### config.mk
export PLATFORM = sky130hd
export DESIGN_NAME = flash_done_poller
export DESIGN_NICKNAME = d
export VERILOG_FILES = /design/src/rtl/flash_poll_pkg.sv /design/src/rtl/poll_pair_cmp.sv /design/src/rtl/poll_iter_ctr.sv /design/src/rtl/flash_done_poller.sv
export SDC_FILE = /design/constraint.sdc
export NUM_CORES = 1
export LEC_CHECK = 0
export BUFFER_PORTS_ARGS = -buffer_cell sky130_fd_sc_hd__buf_2
export CAP_MARGIN = 20
export CORE_MARGIN = 5
export CORE_UTILIZATION = 40
export CTS_CLUSTER_DIAMETER = 40
export DETAILED_ROUTE_END_ITERATION = 16
export PLACE_DENSITY = 0.71
export SETUP_SLACK_MARGIN = 0.02
export SKIP_LAST_GASP = 1
export SLEW_MARGIN = 25
export SYNTH_ARGS = -nofsm -noshare
export SYNTH_HDL_FRONTEND = slang
export SYNTH_SLANG_ARGS = --single-unit
### constraint.sdc
create_clock -name clk -period 8.58 [get_ports clk]
set_clock_uncertainty 0.05 [all_clocks]
set_input_delay 1.287 -clock clk [delete_from_list [all_inputs] [get_ports clk]]
set_output_delay 1.287 -clock clk [all_outputs]
set_load 0.01 [all_outputs]
### src/rtl/flash_poll_pkg.sv
package flash_poll_pkg;
    localparam int TOG_BIT = 6;
    localparam int TMO_BIT = 5;
    localparam logic [7:0] RESET_CMD = 8'hF0;

    typedef enum logic [2:0] {
        ST_IDLE,
        ST_RD_FIRST,
        ST_RD_SECOND,
        ST_JUDGE,
        ST_ABORT_WR,
        ST_PASS,
        ST_FAIL
    } poll_state_t;
endpackage

### src/rtl/poll_pair_cmp.sv
module poll_pair_cmp
    import flash_poll_pkg::*;
#(
    parameter int DW = 8
) (
    input  logic          clk,
    input  logic          rst_n,
    input  logic          cap_first,
    input  logic          cap_second,
    input  logic [DW-1:0] rdata,
    output logic          toggled,
    output logic          tmo_seen
);
    logic first_tog;

    always_ff @(posedge clk or negedge rst_n) begin
        if (!rst_n) begin
            first_tog <= 1'b0;
            toggled   <= 1'b0;
            tmo_seen  <= 1'b0;
        end else begin
            if (cap_first) begin
                first_tog <= rdata[TOG_BIT];
            end
            if (cap_second) begin
                toggled  <= rdata[TOG_BIT] ^ first_tog;
                tmo_seen <= rdata[TMO_BIT];
            end
        end
    end
endmodule

### src/rtl/poll_iter_ctr.sv
module poll_iter_ctr #(
    parameter int CW = 16
) (
    input  logic          clk,
    input  logic          rst_n,
    input  logic          clr,
    input  logic          inc,
    input  logic [CW-1:0] max_pairs,
    output logic          at_limit
);
    logic [CW-1:0] cnt;
    logic [CW:0]   pairs_done;

    assign pairs_done = {1'b0, cnt} + {{CW{1'b0}}, 1'b1};
    assign at_limit   = pairs_done >= {1'b0, max_pairs};

    always_ff @(posedge clk or negedge rst_n) begin
        if (!rst_n) begin
            cnt <= '0;
        end else if (clr) begin
            cnt <= '0;
        end else if (inc) begin
            cnt <= cnt + 1'b1;
        end
    end

    p_no_overflow_r7: assert property (@(posedge clk) disable iff (!rst_n)
        inc |-> cnt != '1);
endmodule

### src/rtl/flash_done_poller.sv
module flash_done_poller
    import flash_poll_pkg::*;
#(
    parameter int DW = 8,
    parameter int CW = 16
) (
    input  logic          clk,
    input  logic          rst_n,
    input  logic          start,
    input  logic [CW-1:0] max_pairs,
    output logic          bus_req,
    output logic          bus_we,
    output logic [DW-1:0] bus_wdata,
    input  logic          bus_ack,
    input  logic [DW-1:0] bus_rdata,
    output logic          busy,
    output logic          done_ok,
    output logic          done_fail
);
    poll_state_t state, nxt;
    logic recheck;
    logic toggled, tmo_seen, at_limit;
    logic cap_first, cap_second, ctr_clr, ctr_inc;

    assign cap_first  = (state == ST_RD_FIRST)  && bus_ack;
    assign cap_second = (state == ST_RD_SECOND) && bus_ack;
    assign ctr_clr    = (state == ST_IDLE) && start;
    assign ctr_inc    = (state == ST_JUDGE) && toggled && !recheck
                        && !tmo_seen && !at_limit;

    poll_pair_cmp #(.DW(DW)) u_cmp (
        .clk(clk), .rst_n(rst_n),
        .cap_first(cap_first), .cap_second(cap_second),
        .rdata(bus_rdata),
        .toggled(toggled), .tmo_seen(tmo_seen)
    );

    poll_iter_ctr #(.CW(CW)) u_ctr (
        .clk(clk), .rst_n(rst_n),
        .clr(ctr_clr), .inc(ctr_inc),
        .max_pairs(max_pairs),
        .at_limit(at_limit)
    );

    always_comb begin
        nxt = state;
        unique case (state)
            ST_IDLE:      if (start) nxt = ST_RD_FIRST;
            ST_RD_FIRST:  if (bus_ack) nxt = ST_RD_SECOND;
            ST_RD_SECOND: if (bus_ack) nxt = ST_JUDGE;
            ST_JUDGE: begin
                if (!toggled)      nxt = ST_PASS;
                else if (recheck)  nxt = ST_ABORT_WR;
                else if (tmo_seen) nxt = ST_RD_FIRST;
                else if (at_limit) nxt = ST_ABORT_WR;
                else               nxt = ST_RD_FIRST;
            end
            ST_ABORT_WR:  if (bus_ack) nxt = ST_FAIL;
            ST_PASS:      nxt = ST_IDLE;
            ST_FAIL:      nxt = ST_IDLE;
            default:      nxt = ST_IDLE;
        endcase
    end

    always_ff @(posedge clk or negedge rst_n) begin
        if (!rst_n) begin
            state   <= ST_IDLE;
            recheck <= 1'b0;
        end else begin
            state <= nxt;
            if (ctr_clr) begin
                recheck <= 1'b0;
            end else if (state == ST_JUDGE && toggled && tmo_seen && !recheck) begin
                recheck <= 1'b1;
            end
        end
    end

    always_comb begin
        bus_req   = 1'b0;
        bus_we    = 1'b0;
        bus_wdata = '0;
        busy      = (state != ST_IDLE);
        done_ok   = 1'b0;
        done_fail = 1'b0;
        unique case (state)
            ST_RD_FIRST, ST_RD_SECOND: bus_req = 1'b1;
            ST_ABORT_WR: begin
                bus_req   = 1'b1;
                bus_we    = 1'b1;
                bus_wdata = DW'(RESET_CMD);
            end
            ST_PASS: done_ok   = 1'b1;
            ST_FAIL: done_fail = 1'b1;
            default: ;
        endcase
    end

    p_one_result_r9: assert property (@(posedge clk) disable iff (!rst_n)
        !(done_ok && done_fail));
    p_ok_pulse_r9: assert property (@(posedge clk) disable iff (!rst_n)
        done_ok |=> !done_ok && !busy);
    p_fail_pulse_r9: assert property (@(posedge clk) disable iff (!rst_n)
        done_fail |=> !done_fail && !busy);
    p_hold_req_r10: assert property (@(posedge clk) disable iff (!rst_n)
        bus_req && !bus_ack |=> bus_req && $stable(bus_we));
    p_fail_after_wr_r6: assert property (@(posedge clk) disable iff (!rst_n)
        done_fail |-> $past(bus_req && bus_we && bus_ack));
    p_ok_no_write_r3: assert property (@(posedge clk) disable iff (!rst_n)
        done_ok |-> !$past(bus_we));
    p_busy_holds_r8: assert property (@(posedge clk) disable iff (!rst_n)
        busy && !done_ok && !done_fail |=> busy);
endmodule

==> results.cfg, run 1 <==
[synth]
syn_inst = 227
yosysSeqAreaShare_pct = 31.10
synth_seq_cells = 23
syn_area_per_cell_um2 = 8.152
ys_types = 43
netlist_area_um2 = 1851
yosysWarningCount = 0

[placement]
hpwl_um = 2819
gp_congestion = 0.7980
io_buffers = 30

[layout]
fill_cells = 436
fin_nets = 297
syn2layout_area_growth_pct = 9.669
final_cell_mix = nand2_1 (33), buf_2 (30), dfrtp_1 (23), inv_1 (18)
n_antenna_cell = 0
utilization_pct = 45.98
final_common_cell = nand2_1
drive_gt1_share_pct = 16.33

[hold_path]
hold_path_class = reg2reg

[cts]
cts_tree = done
clock_latency_ns = 0.27
cts_root_buf = clkbuf_8
cts.sinks = 23
h-tree-depth = 1
path_clk_slew_ns = 0.08
postCtsSetupBuffers = 0
cts_max_path_buffers = 2
cts_buffers = 3
hold_buffers = 0
ctsResizeCount = 0

[sta]
setup_tns_ns = 0
fmax_mhz = 244.7
period_share_pct = 47.63
slew_violations = 0
rsz0062_at_grt = false
fin_crit_ns = 4.087
setup_violations = 0
holdWs_ns = 0.4722
hold_viol = 0
worst_pin_slew_ns = 0.6789
slew_headroom_pct = 54.74

[worst_setup_path]
cp.required_ns = 8.74
cp_max_fo = 23
critPathArrivalTime_ns = 4.25
critPathLaunchType = flop
critical_path_class = reg2reg
end_kind = flop

[grt]
grt_max_degree = 24
grt_pass1_vias = 1504
antenna_found_initial = 0
grt_pass1_wl_um = 6423
gr-total-overflow = 0
grt_usage_pct = 12.90

[outcome]
status = complete, no violations

[routing]
drtAntennaViolNets = 0
vias_per_cell = 5.165
drt_iter0_drc = 71
drcViolationCount = 0
dr_total_vias = 1565
wl_per_cell_um = 12.06
drt-total-wl_um = 3654
first_pass_iters = 5

[flow_run]
drv_cap = 0

[power]
total_power_uw = 351.1
p_per_area_nw_per_um2 = 173.0
vdd_ir_drop_max_uv = 150.6
p_leak_nw = 1.136

[floorplanning]
io_pins = 41
die_w_um = 78.02
die_h_um = 78.02
rows = 24
dieArea_um2 = 6086
core_area_um2 = 4414
initial_utilization_pct = 41.92
## state kept, by name, indices dropped and copies added (netlist names)
register and cells:
u_ctr.cnt 16, u_cmp.first_tog 1, state 3, u_cmp.tmo_seen 1, recheck 1, u_cmp.toggled 1
## synth_stat cells
cell type	number	area, um2
nand2_1	33	123.9
dfrtp_1	23	575.6
inv_1	18	67.56
a21oi_1	17	85.08
ha_1	17	212.7
nand2b_1	15	93.84
nand3_1	14	70.07
a21o_1	12	90.09
nor2_1	12	45.04
buf_4	9	67.56
o21ai_1	4	20.02
nor3_1	3	15.01
o21ai_0	3	15.01
or2_1	3	18.77
xnor2_1	3	26.28
xor2_1	3	26.28
a211oi_1	2	15.01
and2_1	2	12.51
and4_1	2	17.52
buf_2	2	10.01
mux2_2	2	22.52
nand4_1	2	12.51
nor2b_1	2	12.51
nor3b_1	2	15.01
o21a_1	2	15.01
or2_2	2	12.51
or3_1	2	12.51
a211o_1	1	8.760
a221o_1	1	10.01
a221oi_1	1	8.760
a31o_1	1	8.760
a31oi_1	1	6.260
a41o_1	1	10.01
buf_6	1	11.26
clkbuf_1	1	3.750
conb_1	1	3.750
nand2b_4	1	13.76
nand3_2	1	10.01
nor3_2	1	10.01
nor4_2	1	12.51
o21bai_1	1	7.510
o221ai_1	1	8.760
o22ai_1	1	6.260
## area by class of cell
cell class,count,area [um2],share of cell area [%]
clock buffer,4,45.04,2.219
timing repair buffer,30,150.1,7.398
multi-input combinational,176,1126,55.49
inverter,18,67.56,3.329
tap,52,65.06,3.206
sequential,23,575.6,28.36
## worst paths after layout
check / endpoint / startpoint / slack (ns) / cells past startpoint
min in group asynchronous: u_ctr.cnt[7]$_DFFE_PN0P_ / rst_n / 0.93 / 1
worst max-delay path: u_ctr.cnt[12]$_DFFE_PN0P_ / u_ctr.cnt[0]$_DFFE_PN0P_ / 4.49 / 13
worst min register to register: u_cmp.toggled$_DFFE_PN0P_ / u_cmp.toggled$_DFFE_PN0P_ / 0.47 / 2
max in group asynchronous: u_ctr.cnt[10]$_DFFE_PN0P_ / rst_n / 7.18 / 1
worst min-delay path: u_cmp.toggled$_DFFE_PN0P_ / u_cmp.toggled$_DFFE_PN0P_ / 0.47 / 2
worst max register to register: u_ctr.cnt[12]$_DFFE_PN0P_ / u_ctr.cnt[0]$_DFFE_PN0P_ / 4.49 / 13
## where the power goes
part	internal (mW)	switching (mW)
Sequential	0.126	0.0297
Clock	0.0332	0.0358
Combinational	0.0566	0.0693
Total	0.216	0.135
## metal layers
metal / routed length, um / vias up / track usage (%)
met1: 1727 / 706 / 16.76
met4: 47 / 0 / 4.054
li1: - / 818 / -
met3: 227 / 4 / 3.089
met2: 1651 / 37 / 21.20
met5: 0 / - / 0
## metrics by stage
stage	worst slack, ns	cell area (um2)	cells
floorplan	5.513	1862	230
global placement	4.545	1984	299
detailed placement	4.465	1984	299
CTS	4.444	2029	303
global route	4.120	2029	303
finish	4.493	2029	303
## logic make-up (layout without fill, tap and decap cells)
group	Yosys count	count (layout)	synth area share (%)
XOR/XNOR	6	6	2.840
AND/OR/NAND/NOR	98	98	27.45
other	1	4	0.2026
multiplexers	2	2	1.217
adder cells (fa/ha/maj)	17	17	11.49
flip-flops	23	23	31.10
AO/OA/AOI/OAI	49	49	17.04
buffers and inverters	31	52	8.654
## critical path, stage by stage, from the launching register on
cell and delay (ns):
dfrtp_1 0.44, ha_1 0.23, nand3_2 0.14, nor3_1 0.46
and4_1 0.27, nand2b_1 0.12, nand2_1 0.06, ha_1 0.29
nand3_1 0.13, or3_1 0.44, nor3_2 0.15, a211o_1 0.60
and2_1 0.47, a21o_1 0.18
Note: power is estimated with default switching activity, not from simulation.
==> inputs of run 2 (changes only) <==
ABC_AREA = 1   (was unset)
PLACE_DENSITY = 0.73   (was 0.71)
clock period = 3.4 ns   (was 8.58 ns; I/O delays follow)
==> run 2 against run 1 <==
  * Clock power rose to 2.5 times the previous value
  * Count of clock-buffer cells in the layout fell by 1
  * Critical endpoint is now u_ctr.cnt[9]$_DFFE_PN0P_
  * Final cell count rose by 15%
==> results.cfg, run 2 <==
[sta]
setup_violations = 0
slew_violations = 0
period_share_pct = 89.88
setup_tns_ns = 0
slew_headroom_pct = 51.55
worst_pin_slew_ns = 0.7259
hold_viol = 0
fin_ws_ns = 0.3439
rsz0062_at_grt = false
fin_crit_ns = 3.056
fmax_mhz = 327.2

[routing]
drt_iter0_drc = 165
drt-total-wl_um = 3817
drtAntennaViolNets = 0
wl_per_cell_um = 10.94
first_pass_iters = 4
vias_per_cell = 4.857
dr_total_vias = 1695
drcViolationCount = 0

[synth]
synth_top_area_cell = dfrtp_1
syn_area_per_cell_um2 = 7.150
ys_types = 29
synthTopCellsByArea = dfrtp_1 (30%), nand2_1 (12%), ha_1 (11%), inv_1 (9.3%), nand3_1 (7.8%)
synth_flop_cell = dfrtp_1
synth-async-reset-ratio_pct = 100.0
synth_commonest_cells = nand2_1 (61), inv_1 (48), nand3_1 (30)
synth_seq_cells = 23
yosysWarningCount = 0
yosysSeqAreaShare_pct = 29.81
yosysMostFrequentCell = nand2_1
synth_top_area_share_pct = 29.81
synth_edf_count = 0
syn_inst = 270
netlist_area_um2 = 1931

[power]
total_power_mw = 1.030
p_leak_nw = 1.260
vdd_ir_drop_max_uv = 385.6
p_per_area_nw_per_um2 = 485.4

[layout]
fill_cells = 480
fin_nets = 341
postLayoutCellArea_um2 = 2122
n_antenna_cell = 0
utilization_pct = 45.23
drive_gt1_share_pct = 16.95
largest_reg_flops = 16
largest_registers = u_ctr.cnt: 16 flops, state: 3 flops
final_common_cell = nand2_1
multiInputGateArea_um2 = 1087
syn2layout_area_growth_pct = 9.916
final_cell_mix = nand2_1 (61), inv_1 (48), nand3_1 (30), buf_2 (30), dfrtp_1 (23)
top_register = u_ctr.cnt
seqCellArea_um2 = 575.6

[grt]
grt_pass1_vias = 1570
grt_pass1_wl_um = 6617
grt_usage_pct = 12.83
grt_max_degree = 24
use_met2_pct = 21.95
grtUsageMet3_pct = 3.047
met1_usage_pct = 16.61
busiest_layer = met2
antenna_found_initial = 0
gr-total-overflow = 0

[floorplanning]
dieArea_um2 = 6316
io_pins = 41
rows = 25
initial_utilization_pct = 41.15
core_area_um2 = 4692
die_h_um = 79.48
die_w_um = 79.48

[flow_run]
drv_cap = 0

[worst_setup_path]
critical_path_class = reg2reg
end_kind = flop
critPathArrivalTime_ns = 3.16
critPathLaunchType = flop
cp.required_ns = 3.51
r2r_slack_ns = 0.34
cp_max_fo = 19

[cts]
cts_tree = done
cts_buffers = 3
hold_buffers = 0
postCtsSetupBuffers = 0
cts.sinks = 23
clock_latency_ns = 0.27
path_clk_slew_ns = 0.09
h-tree-depth = 1
cts_root_buf = clkbuf_8
cts_max_path_buffers = 2

[placement]
io_buffers = 30
pre_cts_slack_ns = 0.2680
gp_congestion = 0.8429
hpwl_um = 3065
postPlaceCellArea_um2 = 2063

[hold_path]
hold_path_class = in2async

[outcome]
status = complete, no violations
==> run 2: cell types whose count changed after synthesis, moves of 3 or more <==
cell      previous run  this run
inv_1               18        48
a21o_1              12         1
or2_1                3         0
a21oi_1             17        10
nand3_1             14        30
nor2_1              12        22
o21ai_0              3         8
nand2b_1            15         0
nand2_1             33        61
o22ai_2              0         3
nor2_2               0         3
xnor2_1              3         9
o21ai_1              4         0
==> run 2: logic make-up after synthesis <==
group	after synthesis	synth area share, %
XOR/XNOR	13	5.898
multiplexers	1	0.5185
adder cells (fa/ha/maj)	17	11.02
flip-flops	23	29.81
other	1	0.1942
buffers and inverters	63	15.10
AND/OR/NAND/NOR	129	30.14
AO/OA/AOI/OAI	23	7.324
==> run 2: what timing repair did <==
item | 4_1_cts | 5_1_grt
setup endpoints to repair | 0 | 16
gates resized for setup | 0 | 3
hold endpoints to repair | 0 | 0
==> run 2: per-layer routing <==
layer	up-vias	wire length (um)
met3	2	158
met4	0	17
met5	-	0
met1	772	1797
li1	887	-
met2	34	1844
==> run 2: worst paths after layout <==
kind,from,endpoint,depth (start not counted)
min in group clk,bus_rdata[5],u_cmp.tmo_seen$_DFFE_PN0P_,3
setup reg to reg,u_ctr.cnt[0]$_DFFE_PN0P_,u_ctr.cnt[9]$_DFFE_PN0P_,17
setup / recovery,u_ctr.cnt[0]$_DFFE_PN0P_,u_ctr.cnt[9]$_DFFE_PN0P_,17
max in group asynchronous,rst_n,u_ctr.cnt[13]$_DFFE_PN0P_,1
hold / removal,rst_n,u_ctr.cnt[7]$_DFFE_PN0P_,1
hold reg to reg,u_cmp.first_tog$_DFFE_PN0P_,u_cmp.first_tog$_DFFE_PN0P_,2
==> run 2: critical path, stage by stage, from the launching register on <==
cell and delay [ns]:
dfrtp_1 0.42, ha_1 0.23, nand2_1 0.10, nor2_4 0.17, nand3_1 0.14, nor2_1 0.15
xor2_1 0.24, inv_1 0.07, ha_1 0.31, a21oi_1 0.16, nor2_1 0.05, nor2_1 0.08
nand3_1 0.09, nor2_2 0.16, nand3_2 0.12, buf_4 0.23, nand3_1 0.08, o21ai_0 0.09
==> run 2: power breakdown <==
part	leakage, nW	switching [mW]	total (mW)	internal [mW]
clock	0.0255	0.0919	0.174	0.0819
combinational	0.926	0.298	0.467	0.170
sequential	0.309	0.0579	0.389	0.331
==> run 2: metrics by stage <==
step / cells / hold WS (ns)
after detailed placement: 345 / 0.4653
after CTS: 349 / 0.1670
after floorplan: 273 / 0.1644
final: 349 / 0.1575
after global routing: 349 / 0.1886
after global placement: 345 / 0.4587
==> run 2: layout make-up <==
type	instances	area share [%]
inverter	50	8.844
sequential	23	27.12
multi-input combinational	187	51.24
clock buffer	3	1.946
clock inverter	1	0.2358
timing repair buffer	31	7.429
tap	54	3.184
